===== src/rtl/link_resync_pkg.sv =====
package link_resync_pkg;

  typedef enum logic [2:0] {
    ST_RUN,
    ST_HALT,
    ST_FLUSH,
    ST_PEER_LO,
    ST_MST_HI,
    ST_RSP_HI
  } rs_state_e;

  typedef struct packed {
    logic pin_direct;
    logic tx_lvl;
    logic uart_en;
    logic fifo_en;
    logic dma_stop;
  } pin_ctl_t;

  function automatic pin_ctl_t ctl_of(rs_state_e s);
    pin_ctl_t c;
    c = '{pin_direct: 1'b1, tx_lvl: 1'b0, uart_en: 1'b0, fifo_en: 1'b0, dma_stop: 1'b1};
    case (s)
      ST_RUN:    c = '{pin_direct: 1'b0, tx_lvl: 1'b1, uart_en: 1'b1, fifo_en: 1'b1, dma_stop: 1'b0};
      ST_HALT:   c.fifo_en = 1'b1;
      ST_MST_HI: c.tx_lvl = 1'b1;
      default:   c = c;
    endcase
    return c;
  endfunction

endpackage


===== src/rtl/lr_level_mon.sv =====
module lr_level_mon (
  input  logic clk,
  input  logic rst,
  input  logic arm,
  input  logic tick,
  input  logic rx_lvl,
  output logic held_lo,
  output logic held_hi
);
  logic rx_q;
  logic dirty;
  logic full;
  logic moved;
  logic clean;

  assign moved = rx_lvl != rx_q;
  assign clean = tick && full && !dirty && !moved;
  assign held_lo = clean && !rx_lvl;
  assign held_hi = clean && rx_lvl;

  always_ff @(posedge clk) begin
    if (rst) begin
      rx_q  <= 1'b0;
      dirty <= 1'b0;
      full  <= 1'b0;
    end else begin
      rx_q <= rx_lvl;
      if (arm) begin
        dirty <= 1'b0;
        full  <= 1'b0;
      end else if (tick) begin
        dirty <= 1'b0;
        full  <= 1'b1;
      end else if (moved) begin
        dirty <= 1'b1;
      end
    end
  end
endmodule


===== src/rtl/lr_seq_fsm.sv =====
module lr_seq_fsm
  import link_resync_pkg::*;
(
  input  logic     clk,
  input  logic     rst,
  input  logic     tick,
  input  logic     is_master,
  input  logic     start,
  input  logic     held_lo,
  input  logic     held_hi,
  output pin_ctl_t ctl,
  output logic     done,
  output logic     sync_pulse,
  output logic     running
);
  rs_state_e state, nxt;

  assign running = state == ST_RUN;
  assign done = tick && held_hi && (state == ST_MST_HI || state == ST_RSP_HI);

  always_comb begin
    nxt = state;
    case (state)
      ST_RUN:     if (start) nxt = ST_HALT;
      ST_HALT:    if (tick) nxt = ST_FLUSH;
      ST_FLUSH:   if (tick) nxt = ST_PEER_LO;
      ST_PEER_LO: if (tick && held_lo) nxt = is_master ? ST_MST_HI : ST_RSP_HI;
      ST_MST_HI,
      ST_RSP_HI:  if (done) nxt = ST_RUN;
      default:    nxt = ST_PEER_LO;
    endcase
  end

  always_ff @(posedge clk) begin
    if (rst) begin
      state      <= ST_PEER_LO;
      ctl        <= ctl_of(ST_PEER_LO);
      sync_pulse <= 1'b0;
    end else begin
      state      <= nxt;
      ctl        <= ctl_of(nxt);
      sync_pulse <= done;
    end
  end
endmodule


===== src/rtl/lr_sat_cnt.sv =====
module lr_sat_cnt #(
  parameter int W = 16
) (
  input  logic         clk,
  input  logic         rst,
  input  logic         inc,
  output logic [W-1:0] cnt
);
  localparam logic [W-1:0] TOP = {W{1'b1}};

  always_ff @(posedge clk) begin
    if (rst) cnt <= '0;
    else if (inc && cnt != TOP) cnt <= cnt + 1'b1;
  end
endmodule


===== src/rtl/link_resync_ctrl.sv =====
module link_resync_ctrl
  import link_resync_pkg::*;
#(
  parameter int CNT_W = 16
) (
  input  logic             clk,
  input  logic             rst,
  input  logic             tick,
  input  logic             is_master,
  input  logic             brk_det,
  input  logic             err_req,
  input  logic             rx_lvl,
  output logic             pin_direct,
  output logic             tx_lvl,
  output logic             uart_en,
  output logic             fifo_en,
  output logic             dma_stop,
  output logic             sync_done,
  output logic [CNT_W-1:0] resync_cnt
);
  pin_ctl_t ctl;
  logic held_lo, held_hi, done, running;

  lr_level_mon u_mon (
    .clk(clk), .rst(rst), .arm(running), .tick(tick), .rx_lvl(rx_lvl),
    .held_lo(held_lo), .held_hi(held_hi)
  );

  lr_seq_fsm u_fsm (
    .clk(clk), .rst(rst), .tick(tick), .is_master(is_master),
    .start(brk_det | err_req), .held_lo(held_lo), .held_hi(held_hi),
    .ctl(ctl), .done(done), .sync_pulse(sync_done), .running(running)
  );

  lr_sat_cnt #(.W(CNT_W)) u_cnt (
    .clk(clk), .rst(rst), .inc(done), .cnt(resync_cnt)
  );

  assign pin_direct = ctl.pin_direct;
  assign tx_lvl     = ctl.tx_lvl;
  assign uart_en    = ctl.uart_en;
  assign fifo_en    = ctl.fifo_en;
  assign dma_stop   = ctl.dma_stop;
endmodule


===== config.mk =====
export PLATFORM = sky130hd
export DESIGN_NAME = link_resync_ctrl
export DESIGN_NICKNAME = d
export VERILOG_FILES = /design/src/rtl/link_resync_pkg.sv /design/src/rtl/lr_level_mon.sv /design/src/rtl/lr_seq_fsm.sv /design/src/rtl/lr_sat_cnt.sv /design/src/rtl/link_resync_ctrl.sv
export SDC_FILE = /design/constraint.sdc
export NUM_CORES = 1
export LEC_CHECK = 0
export BUFFER_PORTS_ARGS = -buffer_cell sky130_fd_sc_hd__buf_2
export CAP_MARGIN = 10
export CORE_MARGIN = 2
export CORE_UTILIZATION = 47
export CTS_BUF_LIST = sky130_fd_sc_hd__clkbuf_16
export DETAILED_ROUTE_END_ITERATION = 10
export GPL_TIMING_DRIVEN = 1
export MAX_ROUTING_LAYER = met4
export PLACE_DENSITY = 0.78
export SYNTH_ARGS = -nofsm -noshare
export SYNTH_HDL_FRONTEND = slang
export SYNTH_SLANG_ARGS = --single-unit

===== constraint.sdc =====
create_clock -name clk -period 1.6 [get_ports clk]
set_clock_uncertainty 0.15 [all_clocks]
set_input_delay 0.32 -clock clk [delete_from_list [all_inputs] [get_ports clk]]
set_output_delay 0.32 -clock clk [all_outputs]
set_load 0.02 [all_outputs]

==> impl_results.md, run 1 <==
- Status: complete, but fails checks
- Violated checks: setup timing
- Post-route cell area: 0.00208 mm^2
- Initial antenna violation count: 0
- Register area share after synthesis: roughly two fifths
- Syn Nets: 150
- Count of different cell masters after synthesis: 40
- Top cell family by delay on the critical path: simple AND/OR/NAND/NOR gates
- NumNets Final: 221
- Remaining antenna violation count: 0
- Final Slew Violations: 0
- Clk_lat worst skew: between 200 and 300 ps
- Root buf cell: clkbuf_16
- Period utilization: 111%
- Die Y: between 50 and 60 um
- Setup CP Type: reg2reg
- Post-DP HPWL: ~2700 um
- Via-to-Cell Ratio: about 6
- IO Count: 29
- Post-synthesis cell count: 142
- Maxcap violations: 0
- VDD IR max: around 0.5 mV
- Layout Utilization: around three quarters
- DR pass1 iterations: 4
- DR vias: roughly 1500
- Synth Register Bits: 27
- Most area-consuming cells after synthesis: dfxtp_1, a21oi_1, o31ai_1
- Worst-path cell chain: ha_4 > nand3_4 > nor4_4 > buf_6 > buf_6 > o31ai_4 > a21oi_2
- Share of cells above drive strength 1: about three fifths
- Clock transition at the registers of the reported paths: around 60 ps
- CP arrival: around 1800 ps
- Core area: 0.00271 mm^2
- EDFF count, synth: 0
- Slew HR: approximately three quarters
- FFs w/ async S/R, synth: 0%
- Ys Warns: 0
- Most numerous cell on the critical path: buf_6
- Worst-path maximum fanout: 5
- F_max: about 0.57 GHz
- H-tree levels: 1
- Fillers: 180
- Main synth FF type: dfxtp_1
- Total Wirelength: around 4200 um
- Antenna cells: 0
- Min-delay worst type: in2reg
- Port bufs: 28
- Rows: 19
- Pre-CTS WS: -165 ps
- Critical path's slowest cell: nor4_4
- Share of the synthesized area in the top cell type: between 40% and 50%
- Die W: roughly 57 um
- DRC Markers: 0
- Total track usage: between 20 and 30%
- Area grow syn2layout: 57.1%
- CP Capture Type: flop
- Mean Syn Cell Area: slightly above 9 um^2
- Hold Buf Count CTS: 0
- Worst path bufs/invs: 2
- Final min period: about 1800 ps
- GRT overflow: 0
- Startpoint types: flop
- Largest net degree at the start of global routing: 15
- Die area: between 0.003 and 0.004 mm^2
- Final worst slack: -169 ps
- CP max stage delay: around 400 ps
- Unrepaired setup endpoints after global routing: true
- TritonCTS Buffers: 3
- Leakage dissipation: ~0.87 nW
- Worst Path Required: between 1500 and 2000 ps
- CTS max path bufs: 2
- Global placement routability congestion: ~0.93
- Yosys top cell by area: dfxtp_1
- Setup violators final: 16
- Worst Tran Pin Value: ~400 ps
- CTS tree: built
- Vias in the first global route: ~1500
- Power per cell area: ~640 mW/mm^2
- Post-Syn Area: approximately 0.0013 mm^2
- Starting DRC count in detailed routing: 75
- First-pass GRT wire length: between 6000 and 7000 um
- Most frequent cell after synthesis: dfxtp_1
- Initial core utilization: between 40% and 50%
- Post-synth top cells: dfxtp_1, a21oi_1, o31ai_1, or4_1
- Final hold vios: 0
- Post-DP Area: approximately 0.0018 mm^2
- Clk sinks: 27
- Routed len/inst: approximately 17 um
==> cell type report <==
class | count | area (um^2) | area share (%)
sequential | 27 | 581 | 27.9
tap | 31 | 38.8 | 1.87
inverter | 4 | 15.0 | 0.722
clock inverter | 1 | 3.75 | 0.181
timing repair buffer | 73 | 497 | 23.9
multi-input combinational | 104 | 870 | 41.8
clock buffer | 3 | 75.1 | 3.61
==> per-stage QoR <==
stage | hold slack (ps) | instances | power, W | setup TNS (ps)
5_1_grt | 202 | 243 | 0.00136 | -2770
2_1_floorplan | 242 | 142 | 0.000729 | -734
6_report | 184 | 243 | 0.00132 | -1840
3_3_place_gp | 332 | 231 | 0.000762 | -953
3_5_place_dp | 350 | 231 | 0.000767 | -2010
4_1_cts | 183 | 242 | 0.00133 | -945
==> per-layer routing <==
metal  global-route usage (%)  vias to the layer above  routed length, um  part of all wire [%]
met2                     46.1                       44               2150                    52
met5                        -                        -                  0                     0
met4                     11.6                        0                 56                   1.3
li1                         -                      697                  -                     -
met1                     32.8                      711               1760                    42
met3                     4.31                        6                193                   4.6
==> cell usage in the layout (no fill, tap or decap), types with 3 or more instances in the layout <==
cell,instances
a21oi_1,11
inv_1,5
nor3_1,5
buf_4,40
nand2_1,3
or4_4,6
dfxtp_1,9
or4_1,4
nand4_1,5
nand3_1,5
buf_2,28
buf_6,5
dfxtp_2,11
a21oi_2,6
dfxtp_4,7
nor2_1,5
and4_1,4
clkbuf_16,3
o31ai_1,7
==> timing repair <==
item,CTS,global route
buffers inserted,6,2
cloned,1,0
pin swaps,9,12
endpoints found under the setup margin,15,20
resized for setup,21,20
==> where the power goes <==
| group | total [W] | internal [W] | leakage, nW | switching [W] |
|---|---|---|---|---|
| sequential | 0.000675 | 0.000669 | 0.229 | 0.00000552 |
| clock | 0.000564 | 0.000335 | 0.0423 | 0.000229 |
| combinational | 0.0000859 | 0.0000404 | 0.594 | 0.0000456 |
| total | 0.00132 | 0.00104 | 0.865 | 0.000280 |
==> state kept, by name, summed over array words and instances (netlist names) <==
register          flops
u_fsm.sync_pulse      1
u_mon.full            1
u_mon.rx_q            1
u_fsm.ctl             4
u_mon.dirty           1
u_cnt.cnt            16
u_fsm.state           3
==> worst paths after layout <==
| path | start | endpoint | slack, ps | depth (start not counted) |
|---|---|---|---|---|
| setup / recovery | u_cnt.cnt[1] | u_cnt.cnt[6] | -170 | 7 |
| hold / removal | rx_lvl | u_mon.rx_q | 180 | 2 |
| setup reg to reg | u_cnt.cnt[1] | u_cnt.cnt[6] | -170 | 7 |
| hold reg to reg | u_mon.full | u_mon.full | 350 | 2 |
==> cell families (layout without fill, tap and decap cells) <==
logic type	after synthesis	after routing	synth area share (%)
buf+inv	11	81	4.91
simple gates	60	60	32.0
mux	1	1	0.756
fa+ha+maj	1	1	0.945
compound gates	42	42	20.5
flops	27	27	40.8
Note: power is estimated with default switching activity, not from simulation.
==> run 2, diff against run 1 <==
--- a/config.mk
+++ b/config.mk
@@ -5,15 +5,17 @@
 export SDC_FILE = /design/constraint.sdc
 export NUM_CORES = 1
 export LEC_CHECK = 0
+export ABC_AREA = 1
 export BUFFER_PORTS_ARGS = -buffer_cell sky130_fd_sc_hd__buf_2
 export CAP_MARGIN = 10
 export CORE_MARGIN = 2
-export CORE_UTILIZATION = 47
+export CORE_UTILIZATION = 49
 export CTS_BUF_LIST = sky130_fd_sc_hd__clkbuf_16
 export DETAILED_ROUTE_END_ITERATION = 10
 export GPL_TIMING_DRIVEN = 1
 export MAX_ROUTING_LAYER = met4
-export PLACE_DENSITY = 0.78
+export PLACE_DENSITY = 0.8
+export SKIP_CTS_REPAIR_TIMING = 1
 export SYNTH_ARGS = -nofsm -noshare
 export SYNTH_HDL_FRONTEND = slang
 export SYNTH_SLANG_ARGS = --single-unit
==> run 2 against run 1 <==
Effect of this change:
- maximum frequency rose by 11%
- global-route usage is 6.2 points lower
- routed wire length is 7.3% lower
- sequential share of layout area shrank 0.26 points
- first-iteration DRC count decreased by 29%
- largest power group unchanged
- worst hold slack better by 26 ps
- clock power fell by 3%
- register-to-register slack gained 180 ps
- sequential cell count stayed put
- final area is 2.5% lower
- the run now ends clean
- synthesized cell count up 59%
==> impl_results.md, run 2 <==
- DR pass1 iterations: 4 (unchanged)
- Root buf cell: clkbuf_16 (unchanged)
- R2r startpoint: u_cnt.cnt[11] (was u_cnt.cnt[1])
- Post-route cell area: 0.00203 mm^2 (was 0.00208 mm^2)
- Yosys top cell by area: dfxtp_1 (unchanged)
- VDD IR max: 0.776 mV (was 0.503 mV)
- Worst Path Required: 1630 ps (was 1640 ps)
- Routed len/inst: 12.3 um (was 17.1 um)
- TritonCTS Buffers: 3 (unchanged)
- Worst-path cell chain: nand2_1 > nor2_4 > nand2_2 > nor2_4 > nor2_8 > inv_8 > nand2_1 > a21oi_1 (was ha_4 > nand3_4 > nor4_4 > buf_6 > buf_6 > o31ai_4 > a21oi_2)
- Hold path startpoint: rx_lvl (unchanged)
- CTS tree: built (unchanged)
- Rows: 20 (was 19)
- Syn Nets: 234 (was 150)
- FFs w/ async S/R, synth: 0% (unchanged)
- Final worst slack: 11.5 ps (was -169 ps)
- Antenna cells: 0 (unchanged)
- Worst path bufs/invs: 1 (was 2)
- Share of the synthesized area in the top cell type: 35.6% (was 40.8%)
- Most frequent cell after synthesis: nand2_1 (was dfxtp_1)
- Critical path's slowest cell: dfxtp_1 (was nor4_4)
- CP Capture Type: flop (unchanged)
- Initial antenna violation count: 0 (unchanged)
- Count of different cell masters after synthesis: 26 (was 40)
- Reg2reg end: u_cnt.cnt[4] (was u_cnt.cnt[6])
- GRT overflow: 0 (unchanged)
- Reg-to-reg slack, setup: 10 ps (was -170 ps)
- Leakage dissipation: 0.935 nW (was 0.865 nW)
- Multi-input gate area: 905 um^2 (was 870 um^2)
- Starting DRC count in detailed routing: 53 (was 75)
- Register area: 561 um^2 (was 581 um^2)
- Commonest non-fill, non-tap cell in the layout: nand2_1 (was buf_4)
- Post-DP HPWL: 2490 um (was 2690 um)
- Largest regs: u_cnt.cnt: 16 flops, u_fsm.ctl: 4 flops, u_fsm.state: 3 flops (unchanged)
- Setup violators final: 0 (was 16)
- Hold Crit Endpoint: u_mon.rx_q (unchanged)
- Total track usage: 21.3% (was 27.5%)
- Worst hold stages: 3 (was 2)
- Post-synthesis cell count: 226 (was 142)
- Final hold vios: 0 (unchanged)
- Register area share after synthesis: 35.6% (was 40.8%)
- Synth Register Bits: 27 (unchanged)
- Worst Tran Pin Value: 273 ps (was 400 ps)
- Period utilization: 99.3% (was 111%)
- Fillers: 267 (was 180)
- Largest register FFs: 16 (unchanged)
- Remaining antenna violation count: 0 (unchanged)
- Main synth FF type: dfxtp_1 (unchanged)
- Unrepaired setup endpoints after global routing: true (unchanged)
- Clock transition at the registers of the reported paths: 60 ps (about the same)
- DR vias: 1590 (was 1458)
- Final min period: 1590 ps (was 1770 ps)
- Global placement routability congestion: 0.838 (was 0.928)
- Ys Warns: 0 (unchanged)
- NumNets Final: 289 (was 221)
- Startpoint types: flop (unchanged)
- Post-Syn Area: 0.00152 mm^2 (was 0.00132 mm^2)
- Share of cells above drive strength 1: 36.1% (was 61.8%)
- Worst-path maximum fanout: 7 (was 5)
- DRC Markers: 0 (unchanged)
- Mean Syn Cell Area: 6.73 um^2 (was 9.32 um^2)
- R2r worst-path depth: 8 (was 7)
- Clk sinks: 27 (unchanged)
- Power per cell area: 728 mW/mm^2 (was 637 mW/mm^2)
- Die area: 0.00356 mm^2 (was 0.00326 mm^2)
- Number of cells on the critical path: 8 (was 7)
- Final Slew Violations: 0 (unchanged)
- Slew HR: 81.7% (was 73.3%)
- Post-route insts no fill: 313 (was 243)
- Status: completed (was complete, but fails checks)
- Top reg by flops: u_cnt.cnt (unchanged)
- Pre-CTS WS: 10.7 ps (was -165 ps)
- Die W: 59.7 um (was 57.1 um)
- Post-synth top cells: nand2_1, nor2_1, dfxtp_1 (was dfxtp_1, a21oi_1, o31ai_1, or4_1)
- Most area-consuming cells after synthesis: dfxtp_1, nand2_1, nor2_1 (was dfxtp_1, a21oi_1, o31ai_1)
- Commonest cells after routing, fill and taps aside: nand2_1, nor2_1, buf_2, inv_1, buf_4 (was buf_4, buf_2, a21oi_1, dfxtp_2, dfxtp_1)
- First-pass GRT wire length: 5690 um (was 6940 um)
- Die Y: 59.7 um (was 57.1 um)
- CTS max path bufs: 2 (unchanged)
- IO Count: 29 (unchanged)
- Clk_lat worst skew: 260 ps (about the same)
- CP arrival: 1620 ps (was 1810 ps)
- Top cell family by delay on the critical path: simple AND/OR/NAND/NOR gates (unchanged)
- EDFF count, synth: 0 (unchanged)
- Maxcap violations: 0 (unchanged)
- Core area: 0.00300 mm^2 (was 0.00271 mm^2)
- Min-delay worst type: in2reg (unchanged)
- Port bufs: 28 (unchanged)
- Setup CP Type: reg2reg (unchanged)
- Final hold slack: 211 ps (was 184 ps)
- H-tree levels: 1 (unchanged)
- CP max stage delay: 360 ps (was 410 ps)
- Placed cell count: 301 (was 231)
- Area grow syn2layout: 33.3% (was 57.1%)
- Via-to-Cell Ratio: 5.08 (was 6.00)
- Vias in the first global route: 1307 (was 1502)
- Post-DP Area: 0.00182 mm^2 (was 0.00179 mm^2)
- Initial core utilization: 50.6% (was 48.8%)
- Total Wirelength: 3860 um (was 4160 um)
- F_max: 0.630 GHz (was 0.565 GHz)
- Largest net degree at the start of global routing: 20 (was 15)
## run 2: cell types whose count changed after synthesis, sizes merged, moves of 5 or more
cell,previous run,this run
nand2,4,83
nor2,6,38
inv,4,28
o31ai,10,0
or4,10,0
and4,5,0
## run 2: cells by family (layout without fill, tap and decap cells)
logic type	Yosys count	after routing	synth area share (%)
flip-flops	27	27	35.6
AO/OA/AOI/OAI	22	22	8.23
AND/OR/NAND/NOR	138	140	42.2
adder cells (fa/ha/maj)	1	1	0.823
buffers and inverters	33	85	10.3
XOR/XNOR	5	5	2.88
## run 2: area by class of cell
type                            count  area share (%)
Multi-Input combinational cell    168            44.6
Sequential cell                    27            27.7
Timing Repair Buffer               52            15.8
Inverter                           28            5.56
Clock buffer                        3            3.70
Tap cell                           33            2.04
Timing Repair inverter              1           0.432
Clock inverter                      1           0.185
## run 2: power by group
| group | internal (W) | switching (W) |
|---|---|---|
| logic | 0.0000718 | 0.000131 |
| registers | 0.000699 | 0.0000268 |
| clock network | 0.000334 | 0.000213 |
## run 2: worst register-to-register path, cell delays in order, from the launching register on
cell and delay [ps]:
dfxtp_1 360, nand2_1 130, nor2_4 140, nand2_2 80
nor2_4 260, nor2_8 120, inv_8 100, nand2_1 60
a21oi_1 130
## run 2: worst max path at each step
stage                   startpoint             to
floorplan            u_cnt.cnt[11]  u_cnt.cnt[13]
global placement              tick   u_cnt.cnt[1]
detailed placement          rx_lvl   u_fsm.ctl[0]
CTS                 u_fsm.state[2]   u_cnt.cnt[1]
global route          u_cnt.cnt[6]   u_cnt.cnt[4]
finish               u_cnt.cnt[11]   u_cnt.cnt[4]
## run 2: metal layers
| metal | track usage (%) | share of wire, % |
|---|---|---|
| met5 | - | 0 |
| met4 | 2.86 | 1.2 |
| met3 | 4.55 | 5.2 |
| met2 | 32.9 | 49 |
| met1 | 29.5 | 45 |
## run 2: metrics by stage
stage | setup TNS (ps) | util (%) | power, W
after floorplan | 0 | - | 0.000878
after global placement | 0 | 60.7 | 0.000937
after detailed placement | 0 | 60.7 | 0.000943
after CTS | 0 | 63.3 | 0.00149
after global routing | -391 | 67.5 | 0.00156
final | 0 | 67.5 | 0.00148
